--- src/rtl/ahw_pkg.sv ---
package ahw_pkg;
  localparam int WORD_W = 32;
  localparam int HALF_W = 16;
  localparam int CODE_W = 2;

  // wide: upper half is not a pure sign extension of the low half
  function automatic logic word_is_wide(input logic [WORD_W-1:0] w);
    return w[WORD_W-1:HALF_W] != {HALF_W{w[HALF_W-1]}};
  endfunction

  // pool entry named by a nonzero code; block 0 grows up, block 1 grows down
  function automatic int slot_of_code(input logic [CODE_W-1:0] code, input logic blk,
                                      input int pool);
    return blk ? (pool - int'(code)) : (int'(code) - 1);
  endfunction

  // rebuild the 32-bit word from its stored pieces
  function automatic logic [WORD_W-1:0] rebuild(input logic [CODE_W-1:0] code,
                                                input logic [HALF_W-1:0] upper,
                                                input logic [HALF_W-1:0] lower);
    if (code == '0) return {{HALF_W{lower[HALF_W-1]}}, lower};
    return {upper, lower};
  endfunction
endpackage

--- src/rtl/ahw_word_classify.sv ---
module ahw_word_classify
  import ahw_pkg::*;
#(
  parameter int WORDS = 4,
  localparam int CW = $clog2(WORDS + 1)
) (
  input  logic [WORDS*WORD_W-1:0] data,
  output logic [WORDS-1:0]        wide_mask,
  output logic [WORDS*CODE_W-1:0] codes,
  output logic [CW-1:0]           wide_cnt
);
  genvar g;
  generate
    for (g = 0; g < WORDS; g++) begin : g_cls
      assign wide_mask[g] = word_is_wide(data[g*WORD_W +: WORD_W]);
    end
  endgenerate

  // wide words take codes 1,2,3 in word order; beyond the cap the fill is refused
  always_comb begin
    int run;
    run = 0;
    codes = '0;
    for (int w = 0; w < WORDS; w++) begin
      if (wide_mask[w]) begin
        run = run + 1;
        codes[w*CODE_W +: CODE_W] = (run > 3) ? 2'd3 : CODE_W'(run);
      end
    end
    wide_cnt = CW'(run);
  end
endmodule

--- src/rtl/ahw_pool_ctrl.sv ---
module ahw_pool_ctrl #(
  parameter int WORDS = 4,
  parameter int POOL  = 4,
  parameter int CAP   = 3,
  localparam int CW = $clog2(WORDS + 1),
  localparam int UW = $clog2(POOL + 1)
) (
  input  logic          clk,
  input  logic          rst_n,
  input  logic          fill_valid,
  input  logic          fill_blk,
  input  logic [CW-1:0] fill_wide_cnt,
  input  logic          evict_valid,
  input  logic          evict_blk,
  output logic          fill_ok,
  output logic [UW-1:0] used0,
  output logic [UW-1:0] used1,
  output logic          accept_q,
  output logic          reject_q
);
  logic [UW-1:0] used_q [2];
  logic          other_freed;
  int            other_used;
  int            free_slots;

  assign other_freed = evict_valid && (evict_blk != fill_blk);

  always_comb begin
    other_used = other_freed ? 0 : int'(used_q[~fill_blk]);
    free_slots = POOL - other_used;
    fill_ok    = (int'(fill_wide_cnt) <= CAP) && (int'(fill_wide_cnt) <= free_slots);
  end

  always_ff @(posedge clk) begin
    if (!rst_n) begin
      used_q[0] <= '0;
      used_q[1] <= '0;
      accept_q  <= 1'b0;
      reject_q  <= 1'b0;
    end else begin
      accept_q <= fill_valid && fill_ok;
      reject_q <= fill_valid && !fill_ok;
      for (int b = 0; b < 2; b++) begin
        if (fill_valid && fill_ok && (fill_blk == 1'(b)))
          used_q[b] <= UW'(fill_wide_cnt);
        else if (evict_valid && (evict_blk == 1'(b)))
          used_q[b] <= '0;
      end
    end
  end

  assign used0 = used_q[0];
  assign used1 = used_q[1];

  AST_POOL_BOUND: assert property (@(posedge clk) disable iff (!rst_n)
    (int'(used_q[0]) + int'(used_q[1])) <= POOL) else $error("pool overcommitted");
  AST_BLOCK_CAP: assert property (@(posedge clk) disable iff (!rst_n)
    (int'(used_q[0]) <= CAP) && (int'(used_q[1]) <= CAP)) else $error("cap exceeded");
  AST_ONE_RESULT: assert property (@(posedge clk) disable iff (!rst_n)
    fill_valid |=> (accept_q ^ reject_q)) else $error("no single result");
  AST_NO_STRAY_RESULT: assert property (@(posedge clk) disable iff (!rst_n)
    !fill_valid |=> !(accept_q || reject_q)) else $error("stray result");
endmodule

--- src/rtl/ahw_line_store.sv ---
module ahw_line_store
  import ahw_pkg::*;
#(
  parameter int WORDS = 4,
  parameter int POOL  = 4,
  localparam int IW = $clog2(WORDS),
  localparam int PW = $clog2(POOL),
  localparam int UW = $clog2(POOL + 1)
) (
  input  logic                    clk,
  input  logic                    rst_n,
  input  logic                    wr_en,
  input  logic                    wr_blk,
  input  logic [WORDS*WORD_W-1:0] wr_data,
  input  logic [WORDS-1:0]        wr_wide,
  input  logic [WORDS*CODE_W-1:0] wr_codes,
  input  logic                    clr_en,
  input  logic                    clr_blk,
  input  logic                    rd_en,
  input  logic                    rd_blk,
  input  logic [IW-1:0]           rd_word,
  input  logic [UW-1:0]           used0,
  input  logic [UW-1:0]           used1,
  output logic                    rd_hit,
  output logic [WORD_W-1:0]       rd_data
);
  logic [HALF_W-1:0] low_q  [2][WORDS];
  logic [CODE_W-1:0] code_q [2][WORDS];
  logic [HALF_W-1:0] pool_q [POOL];
  logic [1:0]        valid_q;

  // read-side selection, named for the checks
  logic [CODE_W-1:0] rd_code;
  logic [HALF_W-1:0] rd_upper;
  logic [WORD_W-1:0] rd_word_val;

  always_comb begin
    rd_code     = code_q[rd_blk][rd_word];
    rd_upper    = '0;
    if (rd_code != '0)
      rd_upper = pool_q[PW'(slot_of_code(rd_code, rd_blk, POOL))];
    rd_word_val = rebuild(rd_code, rd_upper, low_q[rd_blk][rd_word]);
  end

  always_ff @(posedge clk) begin
    if (!rst_n) begin
      valid_q <= '0;
      rd_hit  <= 1'b0;
      rd_data <= '0;
      for (int b = 0; b < 2; b++)
        for (int w = 0; w < WORDS; w++) begin
          low_q[b][w]  <= '0;
          code_q[b][w] <= '0;
        end
      for (int p = 0; p < POOL; p++) pool_q[p] <= '0;
    end else begin
      rd_hit  <= rd_en && valid_q[rd_blk];
      rd_data <= (rd_en && valid_q[rd_blk]) ? rd_word_val : '0;
      if (clr_en) begin
        valid_q[clr_blk] <= 1'b0;
        for (int w = 0; w < WORDS; w++) code_q[clr_blk][w] <= '0;
      end
      if (wr_en) begin
        valid_q[wr_blk] <= 1'b1;
        for (int w = 0; w < WORDS; w++) begin
          low_q[wr_blk][w]  <= wr_data[w*WORD_W +: HALF_W];
          code_q[wr_blk][w] <= wr_wide[w] ? wr_codes[w*CODE_W +: CODE_W] : '0;
          if (wr_wide[w])
            pool_q[PW'(slot_of_code(wr_codes[w*CODE_W +: CODE_W], wr_blk, POOL))]
              <= wr_data[w*WORD_W + HALF_W +: HALF_W];
        end
      end
    end
  end

  // entries referenced by stored codes, counted independently of the controller
  logic [UW-1:0] nz_cnt [2];
  always_comb begin
    for (int b = 0; b < 2; b++) begin
      nz_cnt[b] = '0;
      for (int w = 0; w < WORDS; w++)
        if (code_q[b][w] != '0) nz_cnt[b] = nz_cnt[b] + 1'b1;
    end
  end

  AST_CODES_MATCH_USED: assert property (@(posedge clk) disable iff (!rst_n)
    (nz_cnt[0] == used0) && (nz_cnt[1] == used1)) else $error("code/usage mismatch");
  AST_EMPTY_HAS_NO_CODES: assert property (@(posedge clk) disable iff (!rst_n)
    (!valid_q[0] |-> nz_cnt[0] == '0) and (!valid_q[1] |-> nz_cnt[1] == '0))
    else $error("evicted block keeps codes");
  AST_MISS_READS_ZERO: assert property (@(posedge clk) disable iff (!rst_n)
    !rd_hit |-> rd_data == '0) else $error("data without hit");
endmodule

--- src/rtl/ahw_line_alloc.sv ---
module ahw_line_alloc
  import ahw_pkg::*;
#(
  parameter int WORDS    = 4,
  parameter int ADAPTIVE = 1,
  localparam int POOL = (ADAPTIVE != 0) ? 4 : 2,
  localparam int CAP  = (ADAPTIVE != 0) ? 3 : 1,
  localparam int IW   = $clog2(WORDS),
  localparam int CW   = $clog2(WORDS + 1),
  localparam int UW   = $clog2(POOL + 1)
) (
  input  logic                    clk,
  input  logic                    rst_n,
  input  logic                    fill_valid,
  input  logic                    fill_blk,
  input  logic [WORDS*WORD_W-1:0] fill_data,
  input  logic                    evict_valid,
  input  logic                    evict_blk,
  input  logic                    rd_valid,
  input  logic                    rd_blk,
  input  logic [IW-1:0]           rd_word,
  output logic                    fill_accept,
  output logic                    fill_reject,
  output logic                    rd_hit,
  output logic [WORD_W-1:0]       rd_data
);
  logic [WORDS-1:0]        wide_mask;
  logic [WORDS*CODE_W-1:0] codes;
  logic [CW-1:0]           wide_cnt;
  logic                    fill_ok;
  logic [UW-1:0]           used0, used1;
  logic                    do_write, do_clear;

  ahw_word_classify #(.WORDS(WORDS)) u_cls (
    .data(fill_data), .wide_mask(wide_mask), .codes(codes), .wide_cnt(wide_cnt)
  );

  ahw_pool_ctrl #(.WORDS(WORDS), .POOL(POOL), .CAP(CAP)) u_ctrl (
    .clk(clk), .rst_n(rst_n), .fill_valid(fill_valid), .fill_blk(fill_blk),
    .fill_wide_cnt(wide_cnt), .evict_valid(evict_valid), .evict_blk(evict_blk),
    .fill_ok(fill_ok), .used0(used0), .used1(used1),
    .accept_q(fill_accept), .reject_q(fill_reject)
  );

  assign do_write = fill_valid && fill_ok;
  assign do_clear = evict_valid && !(do_write && (fill_blk == evict_blk));

  ahw_line_store #(.WORDS(WORDS), .POOL(POOL)) u_store (
    .clk(clk), .rst_n(rst_n), .wr_en(do_write), .wr_blk(fill_blk), .wr_data(fill_data),
    .wr_wide(wide_mask), .wr_codes(codes), .clr_en(do_clear), .clr_blk(evict_blk),
    .rd_en(rd_valid), .rd_blk(rd_blk), .rd_word(rd_word), .used0(used0), .used1(used1),
    .rd_hit(rd_hit), .rd_data(rd_data)
  );

  AST_ACCEPT_HITS: assert property (@(posedge clk) disable iff (!rst_n)
    (do_write && !(evict_valid && evict_blk != fill_blk) && rd_valid && rd_blk == fill_blk)
    ##1 (rd_valid && rd_blk == $past(fill_blk)) |=> rd_hit) else $error("accepted block missing");
  AST_EVICT_MISSES: assert property (@(posedge clk) disable iff (!rst_n)
    (do_clear && !(do_write && fill_blk == evict_blk)) ##1 (rd_valid && rd_blk == $past(evict_blk) && !(fill_valid && fill_blk == rd_blk))
    |=> !rd_hit) else $error("evicted block still hit");
endmodule

--- config.mk ---
export PLATFORM = sky130hd
export DESIGN_NAME = ahw_line_alloc
export DESIGN_NICKNAME = d
export VERILOG_FILES = /design/src/rtl/ahw_pkg.sv /design/src/rtl/ahw_word_classify.sv /design/src/rtl/ahw_pool_ctrl.sv /design/src/rtl/ahw_line_store.sv /design/src/rtl/ahw_line_alloc.sv
export SDC_FILE = /design/constraint.sdc
export NUM_CORES = 1
export LEC_CHECK = 0
export BUFFER_PORTS_ARGS = -buffer_cell sky130_fd_sc_hd__buf_2
export CORE_MARGIN = 10
export CORE_UTILIZATION = 50
export CTS_BUF_LIST = sky130_fd_sc_hd__clkbuf_8
export DETAILED_ROUTE_END_ITERATION = 10
export PLACE_DENSITY = 0.7
export SYNTH_ARGS = -nofsm -noshare
export SYNTH_HDL_FRONTEND = slang
export SYNTH_HIERARCHICAL = 1
export SYNTH_SLANG_ARGS = --single-unit
--- constraint.sdc ---
create_clock -name clk -period 16.85 [get_ports clk]
set_input_delay 3.37 -clock clk [delete_from_list [all_inputs] [get_ports clk]]
set_output_delay 3.37 -clock clk [all_outputs]
set_load 0.1 [all_outputs]
======== Word-level counts from Yosys, hierarchy flattened ========
Memory sizes are Yosys's and may differ from the RTL's.
Cells that the tools add are included.
word-level totals
  memories ................................ 4
  bits of input ports ..................... 138
  flip-flop bits (word level) ............. 37
  word-level logic and storage cells ...... 177
  memory bits (writable) .................. 212
  output and inout bits ................... 35
memories
  memory          depth  width  read ports  clocked after Yosys merged registers in  write ports  line                  source
  u_store.low_q   2      64     1           0                                        2            ahw_line_store.sv:27  logic [HALF_W-1:0] low_q [2][WORDS];
  u_store.pool_q  4      16     1           0                                        4            ahw_line_store.sv:29  logic [HALF_W-1:0] pool_q [POOL];
  u_store.code_q  2      7      1           0                                        2            ahw_line_store.sv:28  logic [CODE_W-1:0] code_q [2][WORDS];
  u_ctrl.used_q   2      3      1           0                                        2            ahw_pool_ctrl.sv:21   logic [UW-1:0] used_q [2];
operators by class
  equal/unequal tests ..................... 6
  multiplexer cells ....................... 102
  reductions and logical operators ........ 25
  magnitude comparators ................... 11
  add/sub/neg operators ................... 14
  bitwise operators ....................... 10
operator list
  kind                                                                               number
  32-bit 2-to-1 mux                                                                  4
  16-bit 2-to-1 mux                                                                  7
  32-bit by 3-bit greater-than comparator with 1-bit output (second input constant)  3
  32-bit by 2-bit adder with 32-bit output (second input constant)                   2
  64-bit 2-to-1 mux                                                                  1
  16-bit inequality test                                                             4
  16-bit OR reduction                                                                4
  64-bit OR reduction                                                                1
  1-bit 2-to-1 mux                                                                   55
  2-bit 2-to-1 mux                                                                   23
  16-bit binary-select mux with 2-bit select                                         1
  4-bit by 32-bit less-or-equal comparator with 1-bit output                         1
  4-bit by 32-bit subtractor with 32-bit output (first input constant)               1
  3-bit 2-to-1 mux                                                                   6
  7-bit 2-to-1 mux                                                                   2
  7-bit OR reduction                                                                 2
  1-bit logical AND                                                                  13
  1-bit by 2-bit subtractor with 2-bit output (first input constant)                 4
  2-bit by 1-bit subtractor with 2-bit output (second input constant)                4
  1-bit by 2-bit less-than comparator with 1-bit output (second input constant)      3
  2-bit binary-select mux with 2-bit select                                          1
  1-bit OR                                                                           4
  3-bit >= comparator (second input constant)                                        1
  3-bit by 2-bit less-or-equal comparator with 1-bit output (second input constant)  1
  16 further kinds                                                                   20

======== Longest topological paths before layout ========
Gate-level depths: netlist of run 1.
  word-level depth ........................ 19
  mapped depth ............................ 22
  depth with buffers taken out ............ 19

======== Cells and area by module ========
The synthesis of run 1 kept the hierarchy.
by module, submodules not included
  module             instances  area each (µm²)  cells an instance
  ahw_line_store     1          12409.4          976
  ahw_word_classify  1          574.3            90
  ahw_pool_ctrl      1          488.0            52
  ahw_line_alloc     1          22.5             3

======== Worst setup path after synthesis of run 1 ========
No wires, ideal clock.
  path type ............................... input -> register
  start point ............................. in fill_data[22]
  end point ............................... mem u_store/low_q[0][0] (netlist name) (enable)
  setup slack ............................. 7989 ps
  required time ........................... 16426 ps
  library setup time ...................... 424 ps
  stages .................................. 17
  data arrival time ....................... 8438 ps
  cell sequence ........................... nor4_1 -> nand2_1 -> nor4_1 -> o22ai_1 -> ha_1 -> xor2_1 -> ha_1 -> mux2_2 -> ha_1 -> a211o_1 -> a221oi_4 -> and2_1 -> and2_1 -> clkbuf_1 -> nand2b_1 -> clkbuf_1 -> nand2_1
RTL lines
  item             line                  source
  start, declared  ahw_line_alloc.sv:16  input logic [WORDS*WORD_W-1:0] fill_data,
  end, declared    ahw_line_store.sv:27

==> summary.txt, run 1 <==
Critical path
  • Class of the most critical setup path: input pin to flip-flop
  • Worst setup SP type: input pin
  • Slowest cell delay on critical path: 0.99 ns
  • Max FO, Critical Path: 62
  • Critical path capture point type: flip-flop
  • Crit path DAT: 9.99 ns
  • Crit path required time: 17.00 ns
  • Critical-path cell with the highest stage delay: sky130_fd_sc_hd__nand4_1
  • Most numerous cell on the critical path: sky130_fd_sc_hd__ha_1
  • Cell breakdown of the critical path: buf_2 -> nor4_1 -> nand2_1 -> nor4_1 -> o22ai_1 -> ha_1 -> xor2_1 -> ha_1 -> mux2_2 -> ha_1 -> a211o_1 -> a221oi_4 -> and2_2 -> buf_4 -> and4b_1 -> nand2_1 -> nand4_1

CTS
  • # clock sinks: 251
  • Count of cells resized by post-cts repair: 0
  • Clock tree from TritonCTS: done
  • Hold buffer count at cts: 0
  • Clock input transition at the sequential cells of the worst setup and hold paths: 0.06 ns
  • Max clock buf depth: 3
  • Clock root buffer: sky130_fd_sc_hd__clkbuf_8
  • Setup Fix Bufs, Post-CTS: 0
  • Number of H-tree levels: 2
  • Number of buffers inserted during clock tree synthesis: 43
  • Clock latency reported for the late side of the worst-skew pair: 0.57 ns

Cells and area
  • Non-Filler Instances: 1645
  • Net count, final: 1416
  • Layout cell share with drive strength beyond 1: 26.8%
  • Synth-to-layout area growth: 13.9%
  • Most common library cell in the layout ignoring fill and taps: sky130_fd_sc_hd__edfxtp_1
  • Commonest cells after routing, fill and taps aside: sky130_fd_sc_hd__edfxtp_1, sky130_fd_sc_hd__buf_2, sky130_fd_sc_hd__nor2_1

STA
  • Period utilization: 58.4%
  • Final Hold Slack: 0.485 ns
  • Worst-Margin Slew: 1.28 ns
  • Relative slew slack: 14.5%
  • Worst Clk Skew: 0.0395 ns
  • Max Freq: 102 MHz
  • Final setup vio count: 0
  • Total count of max-transition violations in the final report: 0
  • Sum Neg Setup Slack: 0 ns
  • Final worst setup slack: 7.01 ns
  • Final min period: 9.84 ns
  • Final count of hold timing violations: 0
  • Setup repair after global routing missed its margin: no

Hold path
  • Worst min-delay path category: flip-flop to flip-flop

Routing
  • Count of antenna-violating nets left after detailed routing: 0
  • Drt drc: 0
  • Detailed Route Iter0 Violations: 1486
  • Number of detailed-routing iterations run before antenna repair: 6
  • Post-Route WL: 39900 microns
  • Total via count in the routed design: 10426
  • DR vias/cell: 6.34
  • Wire per inst: 24.3 microns

Global routing
  • Global-route wire length before repair: 60200 microns
  • GR Util All Layers: 23.0%
  • Vias in the first global route: 9916
  • Congestion Overflow GR: 0
  • Initial antenna violation count: 1
  • Maximum number of pins on one net before global-route repair: 83

Floorplan
  • X dimension of the die: 184 microns
  • Area of the die: 34000 sq um
  • Number of primary I/O pins: 173
  • Number of rows in the core area: 60
  • Total core area: 26700 sq um
  • Die Span Y: 184 microns
  • Initial core utilization: 50.5%

Logic synthesis
  • Share of async-settable or async-resettable flops after synthesis: 0%
  • Share of the synthesized area in the top cell type: 47.0%
  • Number of register bits inferred by synthesis: 251
  • Count of flip-flops with a built-in enable after synthesis: 211
  • Total number of yosys warnings: 6
  • Most instantiated flip-flop cell in the synthesis netlist: sky130_fd_sc_hd__edfxtp_1
  • Sequential fraction of the synthesis area: 52.9%
  • Syn Inst Count: 1121
  • Synth Net Count: 1268
  • Cell area after technology mapping: 13500 sq um
  • Post-synth cell types: 68
  • Per-instance average area after synthesis: 12.0 sq um
  • Cell type with the highest aggregate area in the netlist: sky130_fd_sc_hd__edfxtp_1
  • Most area-consuming cells after synthesis: sky130_fd_sc_hd__edfxtp_1, sky130_fd_sc_hd__mux4_2, sky130_fd_sc_hd__dfxtp_1, sky130_fd_sc_hd__and3_1, sky130_fd_sc_hd__mux2i_1

Placed design
  • Cell total after placement: 1565
  • Worst setup slack after placement: 6.70 ns
  • IO buf count: 172
  • HPWL after DPL: 27800 microns
  • Routability congestion estimate from global placement: 0.980

Status
  • Outcome: finished clean

Power and ir drop
  • Worst-case vdd ir drop: 0.0560 mV
  • Pwr Density: 91.9 nW/um^2
  • Total leakage power: 6.33 nW

Flow run
  • Count of max-cap constraint violations: 0
## worst paths after layout
| check | cells after the start | startpoint | to | slack, ns |
|---|---|---|---|---|
| hold / removal | 2 | u_ctrl/used_q[1][1] | u_ctrl/used_q[1][1] | 0.49 |
| setup / recovery | 17 | fill_data[23] | u_store/pool_q[3][0] | 7.01 |
| setup reg to reg | 13 | u_ctrl/used_q[1][0] | u_store/pool_q[3][0] | 11.48 |
| hold reg to reg | 2 | u_ctrl/used_q[1][1] | u_ctrl/used_q[1][1] | 0.49 |
## where the power goes
group          switching, W  total [W]  internal, W
sequential       0.00000588   0.000699     0.000693
clock              0.000247   0.000541     0.000294
combinational      0.000118   0.000173    0.0000547
## stage by stage
stage / utilization, % / cell area, sq um / power, W
after global routing: 57.5 / 15400 / 0.00147
after global placement: 54.3 / 14500 / 0.000882
after floorplan: - / 13500 / 0.000822
after detailed placement: 54.3 / 14500 / 0.000884
final: 57.5 / 15400 / 0.00141
after CTS: 57.5 / 15400 / 0.00143
## state kept, by name (all words and copies together) (netlist names)
name / flops
u_store/low_q: 128
u_store/code_q: 16
u_ctrl/reject_q: 1
u_ctrl/accept_q: 1
u_store/rd_data: 32
u_ctrl/used_q: 6
u_store/pool_q: 64
u_store/rd_hit: 1
u_store/valid_q: 2
## cell type report
cell class                 instances  area [sq um]
clock inverter                    35           245
sequential                       251          7140
fill                            2239         11400
clock buffer                      44           606
multi-input combinational        770          5910
tap                              341           427
timing repair buffer             190           996
antenna                            1          2.50
inverter                          13          50.0
## logic make-up after synthesis
| kind of cell | Yosys count | synth area share (%) |
|---|---|---|
| adders and majority gates | 9 | 0.835 |
| buffers and inverters | 100 | 3.52 |
| and+or+nand+nor | 458 | 17.8 |
| AOI/OAI and AO/OA | 197 | 13.6 |
| DFF | 251 | 52.9 |
| xor gates and xnor gates | 13 | 1.15 |
| other | 2 | 0.0557 |
| muxes | 91 | 10.1 |
## cell usage after synthesis, drive strengths merged (35+ instances only)
master	instances
and3	85
buf	35
clkbuf	52
dfxtp	40
edfxtp	211
mux2i	52
mux4	36
nand2	91
nand3	36
nor2	110
nor2b	51
o31ai	48
## per-layer routing
layer,part of all wire [%],track usage (%)
met4,2.2,5.47
met1,44,34.3
met5,0,0
met3,11,5.85
met2,43,32.4
## worst max-delay path, delay by kind of cell
family	cells	cell delay (ns)
AO/OA/AOI/OAI	3	1.52
XOR/XNOR	1	0.32
adder cells (fa/ha/maj)	3	1.07
buffers and inverters	2	0.65
multiplexers	1	0.30
AND/OR/NAND/NOR	7	2.72
No activity file was read; power rests on OpenSTA's default activity.
==> run 2: changes to the inputs <==
--- a/config.mk
+++ b/config.mk
@@ -5,12 +5,13 @@
 export SDC_FILE = /design/constraint.sdc
 export NUM_CORES = 1
 export LEC_CHECK = 0
+export ABC_AREA = 1
 export BUFFER_PORTS_ARGS = -buffer_cell sky130_fd_sc_hd__buf_2
 export CORE_MARGIN = 10
 export CORE_UTILIZATION = 50
 export CTS_BUF_LIST = sky130_fd_sc_hd__clkbuf_8
 export DETAILED_ROUTE_END_ITERATION = 10
-export PLACE_DENSITY = 0.7
+export PLACE_DENSITY = 0.73
 export SYNTH_ARGS = -nofsm -noshare
 export SYNTH_HDL_FRONTEND = slang
 export SYNTH_HIERARCHICAL = 1
==> constraint.sdc (replaced) <==
create_clock -name clk -period 8.41 [get_ports clk]
set_input_delay 1.682 -clock clk [delete_from_list [all_inputs] [get_ports clk]]
set_output_delay 1.682 -clock clk [all_outputs]
set_load 0.1 [all_outputs]
==> run 2 against run 1 <==
Compared with the run above: cell count grew 33%; combinational power grew 94%; non-clock buffer count shrank 5; via count grew 19%; setup slack lost 5.0 ns; power grew 100%; flip-flop and latch count is the same; sequential power grew 99%; synthesized area grew 3.6%; utilization shrank 0.52 points; largest power group unchanged; register-to-register slack lost 7.5 ns; clock-buffer cell count grew 4.
==> summary.txt, run 2 <==
Logic synthesis
  • Share of async-settable or async-resettable flops after synthesis: 0% (unchanged)
  • Number of register bits inferred by synthesis: 251 (unchanged)
  • Top cells by instance count after synthesis: sky130_fd_sc_hd__nor2_1, sky130_fd_sc_hd__edfxtp_1, sky130_fd_sc_hd__inv_1
  • Count of flip-flops with a built-in enable after synthesis: 211 (unchanged)
  • Share of the synthesized area in the top cell type: 45.3% (-1.6 points)
  • Most instantiated flip-flop cell in the synthesis netlist: sky130_fd_sc_hd__edfxtp_1
  • Post-synth cell types: 52 (-24%)
  • Per-instance average area after synthesis: 8.51 sq um (-29%)
  • Cell type with the highest aggregate area in the netlist: sky130_fd_sc_hd__edfxtp_1
  • Most frequent cell after synthesis: sky130_fd_sc_hd__nor2_1
  • Total number of yosys warnings: 6 (unchanged)
  • Most area-consuming cells after synthesis: sky130_fd_sc_hd__edfxtp_1, sky130_fd_sc_hd__nor2_1, sky130_fd_sc_hd__dfxtp_1, sky130_fd_sc_hd__inv_1, sky130_fd_sc_hd__nand2_1
  • Synth Net Count: 1790 (+41%)
  • Cell area after technology mapping: 14000 sq um (+3.6%)
  • Syn Inst Count: 1643 (+47%)
  • Sequential fraction of the synthesis area: 51.1% (-1.8 points)

Power and ir drop
  • Switching power: 0.000744 W (+100%)
  • Pwr Density: 180 nW/um^2 (+96%)
  • Worst-case vdd ir drop: 0.121 mV (+120%)
  • Power share of the sequential group: 49.0% (-0.5 points)
  • Part of the power in combinational logic: 11.8% (-0.4 points)
  • Part of the total power dissipated in the clock network: 39.1% (+0.8 points)
  • Power Internal: 0.00209 W (+100%)
  • Total Power Consumption: 0.00284 W (+100%)
  • Total leakage power: 6.99 nW (+10%)
  • Switching share of power: 26.2% (-0.047 points)

STA
  • Setup repair after global routing missed its margin: no
  • Worst-Margin Slew: 1.09 ns (-0.192 ns)
  • Period utilization: 76.4%
  • Final count of hold timing violations: 0 (unchanged)
  • Sum Neg Setup Slack: 0 ns (unchanged)
  • Relative slew slack: 27.4% (+13 points)
  • Total count of max-transition violations in the final report: 0 (unchanged)
  • Final setup vio count: 0 (unchanged)
  • Max Freq: 156 MHz
  • Final min period: 6.42 ns
  • Worst Clk Skew: 0.0389 ns (-0.000571 ns)

Routing
  • Wire length on met1: 18700 microns (+5.5%)
  • Routed length on met2: 18300 microns (+7.0%)
  • Wire per inst: 19.9 microns (-18%)
  • DR vias/cell: 5.70 (-10%)
  • Top layer in use: met5
  • Post-Route WL: 43500 microns (+8.9%)
  • Drt drc: 0 (unchanged)
  • Number of detailed-routing iterations run before antenna repair: 5 (-1)
  • Count of antenna-violating nets left after detailed routing: 0 (unchanged)
  • Total via count in the routed design: 12450 (+19%)
  • Detailed Route Iter0 Violations: 1742 (+17%)
  • Routed wl met3: 5620 microns (+33%)

Floorplan
  • Number of primary I/O pins: 173 (unchanged)
  • Number of rows in the core area: 61 (+1.7%)
  • Initial core utilization: 50.5% (about the same)
  • X dimension of the die: 187 microns (+1.6%)
  • Area of the die: 35000 sq um (+3.2%)
  • Total core area: 27700 sq um (+3.7%)
  • Die Span Y: 187 microns (+1.6%)

Cells and area
  • Top flop regs: u_store/low_q: 128 flops, u_store/pool_q: 64 flops, u_store/rd_data: 32 flops
  • Net count, final: 1921 (+36%)
  • Number of antenna cells inserted: 0 (-1)
  • Layout cell share with drive strength beyond 1: 17.4% (-9.4 points)
  • Largest register by flop count: u_store/low_q
  • Most common library cell in the layout ignoring fill and taps: sky130_fd_sc_hd__nor2_1
  • Commonest cells after routing, fill and taps aside: sky130_fd_sc_hd__nor2_1, sky130_fd_sc_hd__inv_1, sky130_fd_sc_hd__edfxtp_1
  • Max reg flops: 128 (unchanged)
  • Synth-to-layout area growth: 13.0%
  • Non-Filler Instances: 2185 (+33%)
  • Filler instances: 2476 (+11%)

Critical path
  • Crit path required time: 8.34 ns (-8.66 ns)
  • Flop-to-flop setup slack: 3.94 ns (-7.54 ns)
  • Slowest cell delay on critical path: 0.84 ns (-0.15 ns)
  • Most numerous cell on the critical path: sky130_fd_sc_hd__nand2_1
  • Start point of the critical path: fill_data[47]
  • Reg-to-reg startpoint: u_ctrl/used_q[1][1]
  • Reg-to-Reg End: u_store/pool_q[1][13]
  • Number of buffer and inverter instances along the worst setup path: 7 (+5)
  • Critical-path cell with the highest stage delay: sky130_fd_sc_hd__nand4_1
  • Worst setup SP type: input pin
  • Crit path DAT: 6.35 ns (-3.64 ns)
  • Class of the most critical setup path: input pin to flip-flop
  • Max FO, Critical Path: 17 (-73%)
  • Critical path capture point type: flip-flop
  • Crit-path leading delay family: simple AND/OR/NAND/NOR gates
  • Worst Reg2Reg Path Length in Cells: 22 (+9)

CTS
  • Clock root buffer: sky130_fd_sc_hd__clkbuf_8
  • Number of H-tree levels: 2 (unchanged)
  • Number of buffers inserted during clock tree synthesis: 41 (-4.7%)
  • Clock latency reported for the late side of the worst-skew pair: 0.55 ns (-0.02 ns)
  • Clock tree from TritonCTS: done
  • # clock sinks: 251 (unchanged)
  • Hold buffer count at cts: 0 (unchanged)
  • Setup Fix Bufs, Post-CTS: 0 (unchanged)
  • Clock input transition at the sequential cells of the worst setup and hold paths: 0.06 ns (about the same)
  • Count of cells resized by post-cts repair: 0 (unchanged)
  • Max clock buf depth: 3 (unchanged)

Global routing
  • Global-route wire length before repair: 66100 microns (+9.7%)
  • Initial antenna violation count: 1 (unchanged)
  • GR Util All Layers: 23.5% (+0.55 points)
  • Vias in the first global route: 11716 (+18%)
  • Congestion Overflow GR: 0 (unchanged)
  • Maximum number of pins on one net before global-route repair: 97 (+17%)

Placed design
  • Routability congestion estimate from global placement: 0.999 (+1.9%)
  • IO buf count: 172 (unchanged)
  • HPWL after DPL: 30500 microns (+9.8%)
  • Cell total after placement: 2109 (+35%)

Status
  • Outcome: finished clean

Hold path
  • Cell depth of the worst hold path: 2 (unchanged)
  • Worst min-delay path category: flip-flop to flip-flop
  • Worst Hold End: u_ctrl/used_q[1][2]
  • Min-delay src: u_ctrl/used_q[1][2]

Flow run
  • Count of max-cap constraint violations: 0 (unchanged)
-- run 2: changes by cell type after synthesis, sizes merged, moves of 51 or more --
cell	change
nor2	+164
nand3	+115
inv	+202
nor3	+60
nor2b	-51
nand2	+127
and3	-84
o21ai	+133
mux2i	-52
-- run 2: per-layer routing --
layer  vias up  GRT usage (%)
met5         -              0
met4         2           5.65
met3        71           7.55
met2       757           33.9
met1      5744           33.4
li1       5876              -
-- run 2: cells by family (layout without fill, tap and decap cells) --
family | Yosys count | count (layout) | synth area share, %
xor gates and xnor gates | 6 | 6 | 0.618
buffers and inverters | 313 | 477 | 9.47
AOI/OAI and AO/OA | 304 | 304 | 13.1
and+or+nand+nor | 758 | 758 | 24.9
other | 2 | 2 | 0.0537
adders and majority gates | 9 | 9 | 0.806
DFF | 251 | 251 | 51.1
-- run 2: worst min-delay path, cell delays in order, from the launching register on --
cell                      delay [ns]
sky130_fd_sc_hd__dfxtp_1        0.31
sky130_fd_sc_hd__nand2_1        0.06
sky130_fd_sc_hd__nor2_1         0.04
-- run 2: final cells by class --
cell class / instances / area [sq um] / share of cell area (%)
clock buffer: 48 / 661 / 4.18
clock inverter: 28 / 216 / 1.37
inverter: 216 / 817 / 5.17
multi-input combinational: 1079 / 5530 / 35.0
sequential: 251 / 7140 / 45.2
tap: 378 / 473 / 2.99
timing repair buffer: 185 / 958 / 6.07
-- run 2: worst max path at each step --
| stage | end | slack, ns | depth (start not counted) |
|---|---|---|---|
| global placement | u_store/pool_q[0][11] | 1.74 | 27 |
| global route | u_store/pool_q[0][10] | 1.63 | 30 |
| detailed placement | u_store/pool_q[1][7] | 1.58 | 30 |
| floorplan | u_store/code_q[0][0] | 1.47 | 27 |
| finish | u_store/pool_q[1][13] | 1.99 | 30 |
| CTS | u_store/pool_q[1][13] | 2.12 | 30 |
-- run 2: per-stage QoR --
step           utilization [%]  area, sq um  hold slack (ns)  setup WS [ns]
6_report                  57.0        15800            0.445           1.99
5_1_grt                   57.0        15800            0.496           1.63
4_1_cts                   57.0        15800            0.446           2.12
3_5_place_dp              53.8        14900            0.438           1.58
3_3_place_gp              53.8        14900            0.435           1.74
2_1_floorplan                -        14000            0.423           1.47
-- run 2: power by group through the flow --
stage / combinational, W / sequential, W / clock, W
6_report: 0.000336 / 0.00139 / 0.00111
5_1_grt: 0.000368 / 0.00140 / 0.00117
4_1_cts: 0.000332 / 0.00139 / 0.00112
3_5_place_dp: 0.000331 / 0.00142 / 0
3_3_place_gp: 0.000327 / 0.00142 / 0
2_1_floorplan: 0.000186 / 0.00144 / 0
==> run 3: changes to the inputs <==
--- a/config.mk
+++ b/config.mk
@@ -5,7 +5,7 @@
 export SDC_FILE = /design/constraint.sdc
 export NUM_CORES = 1
 export LEC_CHECK = 0
-export ABC_AREA = 1
+export ABC_AREA = 0
 export BUFFER_PORTS_ARGS = -buffer_cell sky130_fd_sc_hd__buf_2
 export CORE_MARGIN = 10
 export CORE_UTILIZATION = 50
==> constraint.sdc (replaced) <==
create_clock -name clk -period 5.4 [get_ports clk]
set_input_delay 1.08 -clock clk [delete_from_list [all_inputs] [get_ports clk]]
set_output_delay 1.08 -clock clk [all_outputs]
set_load 0.1 [all_outputs]
==> run 3 against run 2 <==
Compared with the run above: wire length fell by 2.6%; first-iteration DRC count fell by 16%; critical path type unchanged; clock skew fell by 0.0014 ns; clock-buffer cell count did not move; flip-flop and latch count did not move; utilization rose by 5.4 points; cell count fell by 19%; power rose by 56%; largest power group unchanged; sequential share of layout area fell by 2.4 points.
==> summary.txt, run 3 (synthesized netlist as in run 1, its figures left out) <==
Status
  • Outcome: finished clean

Critical path
  • Critical path capture point type: flip-flop
  • Worst Reg2Reg Path Length in Cells: 15 (-32%)
  • Cell depth of the worst setup path: 17 (-43%)
  • Most numerous cell on the critical path: sky130_fd_sc_hd__buf_4
  • Crit-path leading delay family: simple AND/OR/NAND/NOR gates
  • Critical Path Sink: u_store/pool_q[3][6]
  • Crit path DAT: 5.39 ns (-0.96 ns)
  • Number of buffer and inverter instances along the worst setup path: 3 (-4)
  • Flop-to-flop setup slack: 1.75 ns (-2.19 ns)
  • Class of the most critical setup path: input pin to flip-flop
  • Cell breakdown of the critical path: buf_2 -> or4_4 -> nor4_4 -> o22ai_2 -> mux2i_1 -> ha_1 -> mux2_4 -> ha_4 -> a211o_1 -> a221oi_4 -> and2_4 -> and4b_1 -> buf_4 -> and3_1 -> a311oi_1 -> buf_4 -> o31ai_1
  • Crit path required time: 5.72 ns (-2.62 ns)
  • Slowest cell delay on critical path: 0.54 ns (-0.30 ns)
  • Worst setup SP type: input pin
  • Reg-to-reg startpoint: u_ctrl/used_q[1][0]
  • Start point of the critical path: fill_data[90]
  • Reg-to-Reg End: u_store/pool_q[3][6]
  • Critical-path cell with the highest stage delay: sky130_fd_sc_hd__or4_4
  • Max FO, Critical Path: 16 (-1)

STA
  • Period utilization: 93.9%
  • Final Hold Slack: 0.499 ns (+0.0537 ns)
  • Final min period: 5.07 ns
  • Total count of max-transition violations in the final report: 0 (unchanged)
  • Max Freq: 197 MHz
  • Worst-Margin Slew: 1.37 ns (+0.289 ns)
  • Final count of hold timing violations: 0 (unchanged)
  • Setup repair after global routing missed its margin: no
  • Worst Clk Skew: 0.0374 ns (-0.00143 ns)
  • Final setup vio count: 0 (unchanged)
  • Relative slew slack: 8.01% (-19 points)

Routing
  • Count of antenna-violating nets left after detailed routing: 0 (unchanged)
  • Detailed Route Iter0 Violations: 1459 (-16%)
  • Total via count in the routed design: 11062 (-11%)
  • DR vias/cell: 6.28 (+10%)
  • Wire per inst: 24.0 microns (+21%)
  • Number of detailed-routing iterations run before antenna repair: 6 (+1)
  • Post-Route WL: 42300 microns (-2.6%)
  • Drt drc: 0 (unchanged)

Power and ir drop
  • Pwr Density: 266 nW/um^2 (+48%)
  • Total leakage power: 7.05 nW (+0.73%)
  • Worst-case vdd ir drop: 0.139 mV (+15%)
  • Total Power Consumption: 0.00443 W (+56%)

Global routing
  • Congestion Overflow GR: 0 (unchanged)
  • Vias in the first global route: 10837 (-7.5%)
  • Global-route wire length before repair: 64700 microns (-2.0%)
  • Initial antenna violation count: 0 (-1)
  • GR Util All Layers: 24.6% (+1.1 points)
  • Maximum number of pins on one net before global-route repair: 77 (-21%)

Cells and area
  • Non-Filler Instances: 1762 (-19%)
  • Most common library cell in the layout ignoring fill and taps: sky130_fd_sc_hd__edfxtp_1
  • Commonest cells after routing, fill and taps aside: sky130_fd_sc_hd__edfxtp_1, sky130_fd_sc_hd__buf_2, sky130_fd_sc_hd__buf_4
  • Largest register by flop count: u_store/low_q
  • Top flop regs: u_store/low_q: 128 flops, u_store/pool_q: 64 flops, u_store/rd_data: 32 flops
  • Layout cell share with drive strength beyond 1: 34.2% (+17 points)
  • Max reg flops: 128 (unchanged)
  • Net count, final: 1533 (-20%)
  • Synth-to-layout area growth: 23.6%
  • Finished Cell Area: 16700 sq um (+5.6%)

Placed design
  • Placement Cell Area: 15800 sq um (+6.2%)
  • HPWL after DPL: 31100 microns (+1.8%)
  • Cell total after placement: 1683 (-20%)
  • Routability congestion estimate from global placement: 1.01 (+1.4%)
  • IO buf count: 172 (unchanged)

CTS
  • Number of buffers inserted during clock tree synthesis: 42 (+2.4%)
  • # clock sinks: 251 (unchanged)
  • Clock input transition at the sequential cells of the worst setup and hold paths: 0.06 ns (about the same)
  • Max clock buf depth: 3 (unchanged)
  • Number of H-tree levels: 2 (unchanged)
  • Count of cells resized by post-cts repair: 0 (unchanged)
  • Hold buffer count at cts: 0 (unchanged)
  • Clock tree from TritonCTS: done
  • Clock latency reported for the late side of the worst-skew pair: 0.57 ns (+0.02 ns)
  • Clock root buffer: sky130_fd_sc_hd__clkbuf_8
  • Setup Fix Bufs, Post-CTS: 0 (unchanged)

Floorplan
  • Number of primary I/O pins: 173 (unchanged)
  • Area of the die: 34000 sq um (-3.1%)
  • Number of rows in the core area: 60 (-1.6%)
  • Initial core utilization: 50.5% (about the same)
  • X dimension of the die: 184 microns (-1.6%)
  • Total core area: 26700 sq um (-3.5%)
  • Die Span Y: 184 microns (-1.6%)

Flow run
  • Count of max-cap constraint violations: 0 (unchanged)

Hold path
  • Worst min-delay path category: flip-flop to flip-flop
-- run 3: final cells by class --
cell class | count | area [sq um]
multi-input combinational | 770 | 6040
tap | 341 | 427
clock buffer | 48 | 661
timing repair buffer | 308 | 2190
fill | 2077 | 10000
inverter | 13 | 50.0
sequential | 251 | 7140
antenna | 1 | 2.50
clock inverter | 30 | 169
-- run 3: metal layers --
layer | vias up | GRT usage (%) | wire length (microns)
met3 | 86 | 5.41 | 4870
met1 | 5359 | 35.2 | 17600
met2 | 699 | 36.7 | 18900
li1 | 4918 | - | -
met5 | - | 0 | 0
met4 | 0 | 6.69 | 974
-- run 3: worst min-delay path by stage --
stage / to / cells past startpoint / startpoint / slack, ns
final: u_ctrl/used_q[1][2] / 1 / u_ctrl/used_q[1][2] / 0.50
after global routing: u_ctrl/used_q[1][2] / 1 / u_ctrl/used_q[1][2] / 0.51
after CTS: u_ctrl/used_q[1][2] / 1 / u_ctrl/used_q[1][2] / 0.50
after detailed placement: u_ctrl/used_q[1][0] / 2 / u_ctrl/used_q[1][0] / 0.49
after global placement: u_ctrl/used_q[1][1] / 2 / u_ctrl/used_q[1][1] / 0.47
after floorplan: u_ctrl/used_q[1][1] / 2 / u_ctrl/used_q[1][1] / 0.46
-- run 3: report_power, final --
group          total [W]  internal [W]  switching (W)
logic           0.000592      0.000206       0.000386
clock network    0.00165      0.000873       0.000782
registers        0.00218       0.00216      0.0000220
total            0.00443       0.00324        0.00119
-- run 3: metrics by stage --
| stage | TNS (ns) | setup WS (ns) | utilization [%] |
|---|---|---|---|
| final | 0 | 0.328 | 62.4 |
| after global routing | 0 | 0.0876 | 62.4 |
| after CTS | 0 | 0.395 | 62.4 |
| after detailed placement | -5.71 | -0.163 | 59.3 |
| after global placement | -0.141 | -0.0563 | 59.3 |
| after floorplan | -3.60 | -0.0784 | - |
-- run 3: worst reg2reg max path: stages, from the launching register on --
cell and delay (ns):
sky130_fd_sc_hd__dfxtp_1 0.35, sky130_fd_sc_hd__nand2_1 0.06, sky130_fd_sc_hd__o21ai_0 0.22, sky130_fd_sc_hd__inv_1 0.07, sky130_fd_sc_hd__ha_1 0.29, sky130_fd_sc_hd__inv_1 0.09, sky130_fd_sc_hd__ha_4 0.20, sky130_fd_sc_hd__a211o_1 0.29
sky130_fd_sc_hd__a221oi_4 0.32, sky130_fd_sc_hd__and2_4 0.20, sky130_fd_sc_hd__and4b_1 0.31, sky130_fd_sc_hd__buf_4 0.27, sky130_fd_sc_hd__and3_1 0.19, sky130_fd_sc_hd__a311oi_1 0.05, sky130_fd_sc_hd__buf_4 0.16, sky130_fd_sc_hd__o31ai_1 0.32
